File: src/rtl/ced_pkg.sv
// Shared constants and helpers for the change event detector.
package ced_pkg;
    localparam int CED_NCH_DEF = 32;

    // Width of a channel index for n channels (at least one bit).
    function automatic int idx_width(input int n);
        return (n > 1) ? $clog2(n) : 1;
    endfunction
endpackage

File: src/rtl/ced_lsb_enc.sv
// Finds the lowest set bit of a vector.
// Assumes nothing about the vector; idx is 0 when no bit is set.
module ced_lsb_enc #(
    parameter int W  = 32,
    parameter int IW = 5
) (
    input  logic [W-1:0]  vec,
    output logic          any,
    output logic [IW-1:0] idx
);
    // Reduction for the presence flag.
    assign any = |vec;

    // Scan from the top so the lowest set bit is assigned last.
    always_comb begin
        idx = '0;
        for (int i = W - 1; i >= 0; i--) begin
            if (vec[i]) idx = IW'(i);
        end
    end
endmodule

File: src/rtl/ced_track.sv
// Holds the recorded level and enable flag of each channel, and forms
// the enabled-change vector for the sample on the input.
// Assumes take is high only in a cycle where the sample is accepted.
module ced_track #(
    parameter int NCH = 32
) (
    input  logic           clk,
    input  logic           rst_n,
    input  logic           take,
    input  logic [NCH-1:0] smp_data,
    input  logic [NCH-1:0] en_set,
    input  logic [NCH-1:0] en_clr,
    output logic [NCH-1:0] chg_vec,
    output logic [NCH-1:0] ref_q,
    output logic [NCH-1:0] mask_q
);
    for (genvar g = 0; g < NCH; g++) begin : g_ch
        // Recorded level follows every accepted sample.
        always_ff @(posedge clk) begin
            if (!rst_n)    ref_q[g] <= 1'b0;
            else if (take) ref_q[g] <= smp_data[g];
        end

        // Enable flag: disable wins over enable.
        always_ff @(posedge clk) begin
            if (!rst_n)         mask_q[g] <= 1'b1;
            else if (en_clr[g]) mask_q[g] <= 1'b0;
            else if (en_set[g]) mask_q[g] <= 1'b1;
        end

        // A pulsed channel re-references on this sample, so it is excluded.
        assign chg_vec[g] = (smp_data[g] ^ ref_q[g]) & mask_q[g]
                            & ~en_set[g] & ~en_clr[g];
    end
endmodule

File: src/rtl/ced_drain.sv
// Keeps the pending change set of the last accepted sample and presents
// it as events, lowest channel first, one per accepted handshake.
// Assumes take is only high while nothing is pending.
module ced_drain #(
    parameter int NCH = 32,
    parameter int IW  = 5
) (
    input  logic           clk,
    input  logic           rst_n,
    input  logic           take,
    input  logic [NCH-1:0] chg_vec,
    input  logic [NCH-1:0] smp_data,
    input  logic           evt_ready,
    output logic           evt_valid,
    output logic [IW-1:0]  evt_chan,
    output logic           evt_rise
);
    logic [NCH-1:0] pend_q;
    logic [NCH-1:0] lvl_q;

    ced_lsb_enc #(.W(NCH), .IW(IW)) u_enc (
        .vec (pend_q),
        .any (evt_valid),
        .idx (evt_chan)
    );

    // Pending set: loaded on a sample, lowest bit dropped per handshake.
    always_ff @(posedge clk) begin
        if (!rst_n)                      pend_q <= '0;
        else if (take)                   pend_q <= chg_vec;
        else if (evt_valid && evt_ready) pend_q <= pend_q & (pend_q - 1'b1);
    end

    // Copy of the sample the pending events belong to.
    always_ff @(posedge clk) begin
        if (!rst_n)    lvl_q <= '0;
        else if (take) lvl_q <= smp_data;
    end

    // Direction is the new level of the presented channel.
    assign evt_rise = lvl_q[evt_chan];
endmodule

File: src/rtl/chg_evt_detect.sv
// Top: compares each accepted sample with the recorded channel levels and
// streams one event per enabled changed channel, in ascending order.
// Assumes the consumer obeys valid/ready; samples wait while events drain.
module chg_evt_detect #(
    parameter int NCH = ced_pkg::CED_NCH_DEF,
    parameter int IW  = ced_pkg::idx_width(NCH)
) (
    input  logic           clk,
    input  logic           rst_n,
    input  logic           smp_valid,
    input  logic [NCH-1:0] smp_data,
    output logic           smp_ready,
    input  logic [NCH-1:0] en_set,
    input  logic [NCH-1:0] en_clr,
    output logic           evt_valid,
    input  logic           evt_ready,
    output logic [IW-1:0]  evt_chan,
    output logic           evt_rise
);
    logic           take;
    logic [NCH-1:0] chg_vec;
    logic [NCH-1:0] ref_q;
    logic [NCH-1:0] mask_q;

    // Samples are stalled while any event is still queued.
    assign smp_ready = ~evt_valid;
    assign take      = smp_valid & smp_ready;

    ced_track #(.NCH(NCH)) u_track (
        .clk      (clk),
        .rst_n    (rst_n),
        .take     (take),
        .smp_data (smp_data),
        .en_set   (en_set),
        .en_clr   (en_clr),
        .chg_vec  (chg_vec),
        .ref_q    (ref_q),
        .mask_q   (mask_q)
    );

    ced_drain #(.NCH(NCH), .IW(IW)) u_drain (
        .clk       (clk),
        .rst_n     (rst_n),
        .take      (take),
        .chg_vec   (chg_vec),
        .smp_data  (smp_data),
        .evt_ready (evt_ready),
        .evt_valid (evt_valid),
        .evt_chan  (evt_chan),
        .evt_rise  (evt_rise)
    );
endmodule

File: config.mk
export PLATFORM = sky130hd
export DESIGN_NAME = chg_evt_detect
export DESIGN_NICKNAME = d
export VERILOG_FILES = /design/src/rtl/ced_pkg.sv /design/src/rtl/ced_lsb_enc.sv /design/src/rtl/ced_track.sv /design/src/rtl/ced_drain.sv /design/src/rtl/chg_evt_detect.sv
export SDC_FILE = /design/constraint.sdc
export NUM_CORES = 1
export LEC_CHECK = 0
export ABC_AREA = 1
export BUFFER_PORTS_ARGS = -buffer_cell sky130_fd_sc_hd__buf_2
export CORE_ASPECT_RATIO = 2
export CORE_MARGIN = 2
export CORE_UTILIZATION = 40
export CTS_CLUSTER_SIZE = 25
export DETAILED_ROUTE_END_ITERATION = 12
export PLACE_DENSITY = 0.65
export REMOVE_ABC_BUFFERS = 1
export SLEW_MARGIN = 20
export SYNTH_ARGS = -nofsm -noshare
export SYNTH_HDL_FRONTEND = slang
export SYNTH_SLANG_ARGS = --single-unit
File: constraint.sdc
create_clock -name clk -period 3 [get_ports clk]
set_input_delay 0.45 -clock clk [delete_from_list [all_inputs] [get_ports clk]]
set_output_delay 0.45 -clock clk [all_outputs]
set_load 0.005 [all_outputs]
# After elaboration in Yosys (flattened, before gate mapping)
# Cells that the tools add are included.
dict set report classes {
  add_sub_neg 1
  order_cmp 1
  muxes 100
  n_bitwise 195
  reduce_logical 35
}
# cell count
set ops {}
lappend ops {{5-bit 2-to-1 mux} 32}
lappend ops {{1-bit AND} 97}
lappend ops {{2-bit nonzero test} 33}
lappend ops {{1-bit 2-to-1 mux} 65}
lappend ops {{1-bit NOT} 65}
lappend ops {{32-bit 2-to-1 mux} 2}
lappend ops {{32-bit AND} 1}
lappend ops {{32-bit OR reduction} 1}
lappend ops {{32-bit by 1-bit subtractor with 32-bit output, second input constant} 1}
lappend ops {{1-bit XOR} 32}
lappend ops {{5-bit by 6-bit < comparator with 1-bit output, second input constant} 1}
lappend ops {{1-bit binary-select mux with 5-bit select} 1}
lappend ops {{1-bit logical AND} 1}
dict set report totals {
  reg_bits 128
  inputBits 100
  wordCells 398
}

# Logic depth before layout (Yosys ltp)
dict set report logic_depth {
  word_depth 34
  ltp_mapped 40
}

# Cells and area by module
# Synthesis repeated with hierarchy kept, for this count alone.
dict set report hier_totals {
  cells_unflattened 1128
  hier_area_um2 6781.5
}
# module instances cells_per_inst area_per_inst_um2
set modules_own_cells {}
lappend modules_own_cells {ced_drain 1 492 3170.5}
lappend modules_own_cells {ced_track 1 526 3126.7}
lappend modules_own_cells {ced_lsb_enc 1 107 470.5}
lappend modules_own_cells {chg_evt_detect 1 3 13.8}

# Worst setup path after synthesis
# OpenSTA, ideal clock, no wires.
dict set report synth_path {
  path_kind {reg2out}
  from {register u_drain.pend_q[30]}
  to {output port evt_rise}
  t_arrival_ns 2.307
  slack_ns 0.243
  stages_incl_launch_ff 41
  path_buffers 1
  path_cell_list {dfxtp_1 -> inv_1 -> nand2_1 -> nand2_1 -> nand2_1 -> nand2_1 -> nand2_1 -> nand2_1 -> nand2_1 -> nand2_1 -> nand2_1 -> nand2_1 -> nand2_1 -> nand2_1 -> nand2_1 -> nand2_1 -> nand2_1 -> nand2_1 -> (+5 left out) -> nand2_1 -> nand2_1 -> nand2_1 -> nand2_1 -> nand2_1 -> nand2_1 -> nand2_1 -> nand2_2 -> nand2_4 -> nand2_8 -> buf_8 -> nand2_1 -> nand3_1 -> nand3_1 -> nand3_1 -> nand2_1 -> nand2_1 -> nand2_1}
}
dict set report synth_via {
  elab_chain_len 33
}
# element line
set synth_rtl {}
lappend synth_rtl {{start: declaration} ced_drain.sv:18} ;# logic [NCH-1:0] pend_q;
lappend synth_rtl {{start signal: assignment} ced_drain.sv:30} ;# else if (take) pend_q <= chg_vec;
lappend synth_rtl {{start signal: assignment} ced_drain.sv:31} ;# else if (evt_valid && evt_ready) pend_q <= pend_q & (pend_q - 1'b1);
lappend synth_rtl {{5-bit 2-to-1 mux (31 in series)} ced_lsb_enc.sv:18} ;# if (vec[i]) idx = IW'(i);
lappend synth_rtl {{1-bit binary-select mux with 5-bit select} ced_drain.sv:41} ;# assign evt_rise = lvl_q[evt_chan];
lappend synth_rtl {{1-bit 2-to-1 mux (not written as such)} ced_drain.sv:41}
lappend synth_rtl {{end: declaration} chg_evt_detect.sv:18} ;# output logic evt_rise
# Every way passes these cells. The select of a mux whose other input is x is not followed.

# Worst setup path after layout
# Same ends and word-level chain as after synthesis.

==> impl_metrics.ini <==
[global_route]
grt_pass1_vias = 4936
grt_max_degree = 65
grt_pass1_wl_mm = 22.8
antenna_found_initial = 0
grt_usage = 0.226
overflow = 0

[power]
powerDensity_nw_per_um2 = 1090
peakVddDrop_mv = 0.590
p_leak_uw = 0.00271

[place]
dp_hpwl_mm = 10.9
portBuffers = 107
dp_cells = 939
place.gp.congestion = 0.918

[setup_path]
worstPathArrival_ps = 2920
cp_slowest_stage_delay_ps = 340
crit_type = flip-flop to primary output
path_max_fanout = 5
crit_required_ps = 2550
critPathLaunchType = flip-flop
r2r_slack_ps = 290
cp_slowest_cell = dfxtp_2
crit_path_frequent_cell = nand2_1
crit_path_end_kind = primary output

[routing]
viasPerCell = 5.20
drc = 0
ant_nets = 0
firstDrtPassIters = 5
routedWlPerCell_um = 14.9
wirelength_mm = 14.3
drt_iter0_markers = 207
vias = 4996

[clock_network]
cts.root.buffer_cell = clkbuf_16
cts_made_buffers = 9
clock_path_buffers = 2
cts.sinks = 96
htree_levels = 3
cts_tree = built
clk_pin_slew_ps = 80
worstSkewPairLatency_ps = 350

[finish]
insertedDiodeCount = 0
utilization = 0.507
final-instance-count-excl-fill = 961
fin_nets = 911
drive_gt1_frac = 0.225
area_growth_pct = 23.4

[logic_synthesis]
synth_cells = 695
synth_mux_area_frac = 0
netlist_area_um2 = 4830
yosysTopAreaCell = dfxtp_1
synth_top_family_by_area = simple AND/OR/NAND/NOR gates
yosysUniqueCellTypes = 38
syn_area_per_cell_um2 = 6.95
yosys_most_used_dff = dfxtp_1
ys_warn_count = 0
synth_xor_area_frac = 0.0453
synth_compound_area_frac = 0.172
synth_area_leaders = dfxtp_1 (40%), nand2_1 (7.3%), nor2_1 (6.9%)
synth_adder_area_share = 0
synth_simple_gate_area_frac = 0.284
synthArstFlopShare = 0
seq_area_frac_synth = 0.398
yosys-top-cells-count = dfxtp_1 (96), nand2_1 (94), nor2_1 (89), inv_1 (73), nand3_1 (64)
ys_seq_elements = 96
synth_top_cell_area_share = 0.398
synth_edf_count = 0
yosys.cell_count.top_type = dfxtp_1

[run_status]
violations = setup timing
status = finished with violations

[floorplanning]
initial_utilization = 0.411
die_area_um2 = 13000
ios = 108
core-area_um2 = 11800
fp.dieH_um = 159
die_w_um = 81.7
rows = 56

[sta]
relSlewSlack = 0.354
worst_slack_ps = -374
post-route-min-period_ps = 3370
period_share = 1.12
fin_worst_skew_ps = 9.78
fin_setup_tns_ps = -404
hold_violations = 0
report.final.slew_viol_count = 0
timing.fmax_mhz = 296
rsz0062_at_grt = yes
setup_viol = 2
tightest_slew_ps = 963

[run]
max_cap_violations = 0

[hold_path]
worstHoldPathType = primary input to flip-flop
sequential cells by signal, indices dropped and copies added (netlist names):
register,cells
u_drain.lvl_q,32
u_drain.pend_q,32
u_track.mask_q,32
kinds of logic (layout without fill, tap and decap cells):
family	Yosys count	count (layout)
simple gates	304	308
compound gates	153	153
buf+inv	117	234
flops	96	96
xor+xnor	25	25
placed cells by master (no fill, tap or decap), types with 16 or more instances in the layout:
| cell type | Yosys | layout |
|---|---|---|
| buf_2 | 1 | 106 |
| dfxtp_1 | 96 | 94 |
| nand2_1 | 94 | 89 |
| nor2_1 | 89 | 88 |
| inv_1 | 73 | 71 |
| nand3_1 | 64 | 64 |
| a21oi_1 | 62 | 62 |
| o21ai_0 | 39 | 39 |
| o21ai_1 | 32 | 32 |
| nor3_1 | 20 | 20 |
| nand4_1 | 16 | 16 |
through the flow:
stage	hold WS, ps	area, um^2	power, uW	setup slack, ps
floorplan	432	4710	3900	-693
global placement	447	5560	5020	-23.8
detailed placement	457	5560	5090	-38.5
CTS	293	5940	6500	-390
global route	300	5970	6990	-795
finish	298	5970	6500	-374
repair_timing:
action / in CTS / in global routing
endpoints found under the setup margin: 2 / 21
buffers inserted: 1 / 1
gates resized for setup: 8 / 9
pin swaps: 4 / 8
hold buffers: 0 / 0
cloned: 4 / 0
routing by layer:
layer	wire length, um	track usage	up-vias
met2	8170	0.431	125
met4	558	0.108	0
met1	5150	0.224	2300
met5	0	0	-
met3	440	0.0346	34
li1	-	-	2537
cell type report:
class	count	area, um^2
clock buffers	9	225
clock inverters	7	62.6
fillers	1225	5810
inverters	93	369
multi-input cells	486	2510
flip-flops and latches	96	1920
well taps	145	181
repair buffers	125	697
worst max-delay path, delay by kind of cell (launching register included):
kind                   cells  cell delay, ps
buffers and inverters      2             150
and+or+nand+nor           38            2090
DFF                        1             340
path summary, 6_finish.rpt:
| path | from | endpoint | depth (start not counted) |
|---|---|---|---|
| worst min register to register | u_track.mask_q[23]$_SDFFE_PN1P_ | u_track.mask_q[23]$_SDFFE_PN1P_ | 2 |
| worst min-delay path | en_clr[31] | u_track.mask_q[31]$_SDFFE_PN1P_ | 2 |
| worst max-delay path | u_drain.pend_q[30]$_SDFFE_PN0P_ | evt_rise | 40 |
| worst max register to register | u_drain.pend_q[30]$_SDFFE_PN0P_ | u_drain.pend_q[19]$_SDFFE_PN0P_ | 14 |
power by group:
part / internal (uW) / total [uW] / switching, uW
logic: 1340 / 3730 / 2390
registers: 1490 / 1650 / 155
clock network: 579 / 1130 / 547
total: 3410 / 6500 / 3090
(Power assumes the default switching activity.)
